File: src/rtl/burst_addr_pkg.sv
package burst_addr_pkg;

    typedef enum logic [1:0] {
        SRC_HOLD   = 2'd0,
        SRC_STEP   = 2'd1,
        SRC_LOAD   = 2'd2,
        SRC_REPLAY = 2'd3
    } addr_src_e;

endpackage

File: src/rtl/burst_src_sel.sv
module burst_src_sel
    import burst_addr_pkg::*;
(
    input  logic      strobe_n,
    input  logic      step_n,
    input  logic      replay_n,
    output addr_src_e src
);
    // Priority: replay over strobe over step over hold
    always_comb begin
        if (!replay_n)      src = SRC_REPLAY;
        else if (!strobe_n) src = SRC_LOAD;
        else if (!step_n)   src = SRC_STEP;
        else                src = SRC_HOLD;
    end
endmodule

File: src/rtl/burst_next_addr.sv
module burst_next_addr
    import burst_addr_pkg::*;
#(
    parameter int ADDR_W = 14
) (
    input  addr_src_e         src,
    input  logic [ADDR_W-1:0] ext_addr,
    input  logic [ADDR_W-1:0] cur_q,
    input  logic [ADDR_W-1:0] base_q,
    output logic [ADDR_W-1:0] cur_d,
    output logic [ADDR_W-1:0] base_d
);
    localparam logic [ADDR_W-1:0] ONE = ADDR_W'(1);

    always_comb begin
        cur_d  = cur_q;
        base_d = base_q;
        unique case (src)
            SRC_REPLAY: cur_d = base_q;
            SRC_LOAD: begin
                cur_d  = ext_addr;
                base_d = ext_addr;
            end
            SRC_STEP:   cur_d = cur_q + ONE;   // natural wrap at the top
            default:    cur_d = cur_q;
        endcase
    end
endmodule

File: src/rtl/burst_addr_gen.sv
module burst_addr_gen
    import burst_addr_pkg::*;
#(
    parameter int ADDR_W = 14
) (
    input  logic              clk,
    input  logic              rst,
    input  logic [ADDR_W-1:0] ext_addr,
    input  logic              strobe_n,
    input  logic              step_n,
    input  logic              replay_n,
    output logic [ADDR_W-1:0] cur_addr,
    output logic [ADDR_W-1:0] base_addr
);
    typedef struct packed {
        logic [ADDR_W-1:0] cur;
        logic [ADDR_W-1:0] base;
    } state_t;

    state_t    state_d, state_q;
    addr_src_e src;
    logic [ADDR_W-1:0] cur_nx, base_nx;

    burst_src_sel u_sel (
        .strobe_n (strobe_n),
        .step_n   (step_n),
        .replay_n (replay_n),
        .src      (src)
    );

    burst_next_addr #(.ADDR_W(ADDR_W)) u_next (
        .src      (src),
        .ext_addr (ext_addr),
        .cur_q    (state_q.cur),
        .base_q   (state_q.base),
        .cur_d    (cur_nx),
        .base_d   (base_nx)
    );

    always_comb begin
        state_d      = state_q;
        state_d.cur  = cur_nx;
        state_d.base = base_nx;
        if (rst) state_d = '0;
    end

    always_ff @(posedge clk) begin
        state_q <= state_d;
    end

    assign cur_addr  = state_q.cur;
    assign base_addr = state_q.base;
endmodule

File: config.mk
export PLATFORM = sky130hd
export DESIGN_NAME = burst_addr_gen
export DESIGN_NICKNAME = d
export VERILOG_FILES = /design/src/rtl/burst_addr_pkg.sv /design/src/rtl/burst_src_sel.sv /design/src/rtl/burst_next_addr.sv /design/src/rtl/burst_addr_gen.sv
export SDC_FILE = /design/constraint.sdc
export NUM_CORES = 1
export LEC_CHECK = 0
export ABC_AREA = 1
export BUFFER_PORTS_ARGS = -buffer_cell sky130_fd_sc_hd__buf_2
export CORE_ASPECT_RATIO = 0.8
export CORE_UTILIZATION = 50
export CTS_CLUSTER_SIZE = 28
export DETAILED_ROUTE_END_ITERATION = 8
export HOLD_SLACK_MARGIN = 0.08
export PLACE_DENSITY = 0.79
export SYNTH_ARGS = -nofsm -noshare
export SYNTH_HDL_FRONTEND = slang
export SYNTH_SLANG_ARGS = --single-unit
File: constraint.sdc
create_clock -name clk -period 1.4 [get_ports clk]
set_clock_uncertainty 0.1 [all_clocks]
set_input_delay 0.42 -clock clk [delete_from_list [all_inputs] [get_ports clk]]
set_output_delay 0.42 -clock clk [all_outputs]
set_load 0.1 [all_outputs]
; Yosys cells after proc, flatten, opt, wreduce, memory -nomap -nowiden
; Index checks and enable logic that the tools add are counted.
; W data, S select, Z words.
[op_classes]
add_sub_neg = 1
n_eq_ne = 3
mux = 4
reduce_logical = 1
[op_table]
columns = op, count
row1 = $pmux W14 S3, 1
row2 = $add A14 B1 Y14 const B, 1
row3 = $eq A2 B2 Y1 const B, 2
row4 = $mux W2, 2
row5 = $reduce_bool A3 Y1, 1
row6 = $eq A2 B1 Y1 const B, 1
row7 = $mux W1, 1
[word_totals]
register_bits = 28
inputBits = 19
output_inout_bits = 28
elab_cells = 11

; Logic depth before layout (Yosys ltp)
[depth]
word_depth = 5
mapped_depth = 9
depth_no_buf = 8

; By module
; From an unflattened synthesis, not the netlist that was laid out.
[unflattened]
cells_unflattened = 254
area_unflattened_um2 = 1702.9
[by_module_without_submodules]
columns = mod, n_inst, cells_per_inst, area_each_um2, seq_area_each_um2
row1 = burst_next_addr, 1, 163, 880.8, 0.0
row2 = burst_addr_gen, 1, 87, 807.0, 560.5
row3 = burst_src_sel, 1, 4, 15.0, 0.0

; Worst setup path after synthesis
; Ideal clock, no wire load.
[synth_path]
path_kind = reg-to-reg
start = reg state_q (netlist bit cur_addr[0])
end = reg state_q (netlist bit cur_addr[6])
setup_time_ps = 70
arrival_ps = 1974
required_ps = 1230
path_slack_ps = -743
path_stages_with_launch = 7
path_buffers = 0
period_less_slack_ps = 2143
path_cell_list = dfxtp_1 > ha_1 > nand2_1 > nor2_2 > nand2_1 > xor2_1 > a21oi_1
[synth_via]
elab_chain_len = 2
[synth_lines]
columns = item, line_no
row1 = "start, declared", burst_addr_gen.sv:20  ; state_t state_d, state_q;
row2 = "start signal, assigned", burst_addr_gen.sv:48  ; state_q <= state_d;
row3 = $add A14 B1 Y14, burst_next_addr.sv:24  ; SRC_STEP: cur_d = cur_q + ONE;
row4 = $pmux W14 S3, burst_next_addr.sv:18  ; unique case (src)
; Every way passes these cells.
; A chain may end at the register's enable or synchronous reset.

; Final worst setup path
[layout_path]
start = reg state_q (netlist bit cur_addr[5])
end = out cur_addr[5]
[layout_rtl]
columns = item, line_no
row1 = "end, declared", burst_addr_gen.sv:12  ; output logic [ADDR_W-1:0] cur_addr,
; No word-level cell between the ends.

==> metrics <==
global placement routability congestion 0.850; Worst EP arrival 860 ps; placed cells 313; worst path bufs/invs 1; static leakage 1.08 nW; Final setup viols 0; most frequent cells in the layout 42 x nand2_1, 32 x nor2_1, 30 x inv_1, 30 x buf_12, 21 x a21oi_1; total CTS buffers 3; Cell Area, Synth 1480 um2; Reg clk slew, reported paths 100 ps; CP Cell Sequence buf_12; Crit Path Max Fanout 6; Sinks on Clock Net 28; pre-CTS setup slack -121 ps; Initial DRC Count 262; Global Route met3 Usage 0.0591; syn_nets 241; final worst-path setup slack 16.3 ps; maximum buffer depth of the clock tree 2; vias per cell 5.31; period utilisation layout 0.988; clock root buffer clkbuf_8; Yosys top cell by area dfxtp_1; Worst path max stage delay 410 ps; placed instance area 2350 um2; Core ar. 2790 um2; unrepaired setup endpoints after global routing true; Fillers 134; Worst slew margin 0.771; Post-DRT Antenna Nets 0; crit end category output pin; CP required 880 ps; GR Util met1 0.374; WL/cell 14.5 um; critical path's slowest cell dfxtp_4; final hold vios 0; vias in the first global route 1627; clock share of power 0.223; router iterations before antenna repair 4; Area Growth Syn to Fin 67.2%; switching component of the power 0.857 mW; Die H 50.7 um; die area 3190 um2; met2 Use GR 0.534; setup tns final 0 ps; global-route wire length before repair 7490 um; Slew @ Worst Pin 339 ps; IO Port Bufs 46; share of cells above drive strength 1 0.411; fmax 723 MHz; Initial Util 0.532; Final Instance Area 2480 um2; ant diodes 0; #FFs+latches synth 28; worst-skew pair later-pin latency 270 ps; Synth Area per Inst 6.70 um2; Remaining DRCs 0; post-detail-place hpwl 3420 um; Die W 62.9 um; Int Pwr 1.40 mW; post-synth top area share 0.378; share of power burned in registers 0.407; peak supply drop 904 uV; Yosys warning count 0; Max Slew Vio Count 0; H-tree depth 1; synth top area cells dfxtp_1 38%, nand2_1 11%, nor2_1 8.6%; Syn Inst Count 221; TritonCTS clock tree built; routed wire length 4710 um; commonest non-fill, non-tap cell in the layout nand2_1; logic gate share of total power 0.371; Cell Pwr Density 911 nW/um2; remaining global-route overflow 0; Worst setup SP type register; Tmin final 1380 ps; pin count of the biggest net entering global routing 16; vias post-DR 1725; Sw Ratio 0.380; busiest grt layer met2; Boundary Pins 47; Non-Filler Instances 325; Cell Rows 17; nets 308; delay-heaviest family, CP flip-flops; Pwr Total 2.26 mW; hold crit path type input port to register; GRT Resource Usage Total 0.303; status finished clean; initial antenna violation count 0; post-synthesis sequential area ratio 0.378; Synth cell types 24; critical path class register to output pin; Hold Buf Count CTS 0; Max Cap Viol 0
[synth_stat cells, drive strengths merged]
| cell type | count |
|---|---|
| nand4 | 5 |
| nand2 | 46 |
| o21ai | 24 |
| a21oi | 21 |
| nor3 | 1 |
| ha | 1 |
| buf | 5 |
| clkbuf | 1 |
| xor2 | 3 |
| o211ai | 1 |
| inv | 33 |
| nand3 | 12 |
| nor2 | 40 |
| dfxtp | 28 |
[metal layers]
layer | vias to the layer above | part of all wire
met2 | 97 | 0.49
met5 | - | 0
met3 | 8 | 0.071
met4 | 0 | 0.015
li1 | 841 | -
met1 | 779 | 0.42
[worst paths after layout]
check / slack [ps] / from / end / cells after the start
worst max register to register: 30 / cur_addr[0] / cur_addr[10] / 7
worst min register to register: 420 / base_addr[4] / base_addr[4] / 2
worst max-delay path: 20 / cur_addr[5] / cur_addr[5] / 1
worst min-delay path: 320 / ext_addr[2] / base_addr[2] / 3
[cell type report]
| cell class | instances | area [um2] | area share |
|---|---|---|---|
| Inverter | 33 | 126 | 0.0510 |
| Tap cell | 38 | 47.5 | 0.0192 |
| Timing Repair Buffer | 68 | 841 | 0.339 |
| Sequential cell | 28 | 626 | 0.253 |
| Clock buffer | 4 | 55.1 | 0.0222 |
| Multi-Input combinational cell | 154 | 782 | 0.316 |
[power by group through the flow]
stage	registers, mW	logic, mW	clock network [mW]
after floorplan	1.25	0.166	0
after global placement	0.936	0.788	0
after detailed placement	0.939	0.803	0
after CTS	0.921	0.808	0.506
after global routing	0.924	0.870	0.538
final	0.918	0.836	0.502
[sequential cells by signal, indices dropped and copies added, names as in the netlist]
signal and cells:
cur_addr 14, base_addr 14
[through the flow]
| stage | hold WS [ps] | utilization |
|---|---|---|
| floorplan | 477 | - |
| global placement | 384 | 0.844 |
| detailed placement | 396 | 0.844 |
| CTS | 316 | 0.864 |
| global route | 317 | 0.889 |
| finish | 317 | 0.889 |
[cells by family (layout without fill, tap and decap cells)]
kind of cell / count (synthesis) / count (layout) / share of synthesized area
compound gates: 46 / 46 / 0.157
simple gates: 104 / 104 / 0.319
fa+ha+maj: 1 / 1 / 0.00844
flops: 28 / 28 / 0.378
buf+inv: 39 / 105 / 0.119
xor+xnor: 3 / 3 / 0.0177
[timing repair]
item                       4_1_cts  5_1_grt
resized for setup                0        3
setup endpoints to repair        1       11
buffers inserted                 0        8
pin swaps                        1        3
Note: power is estimated with default switching activity, not from simulation.
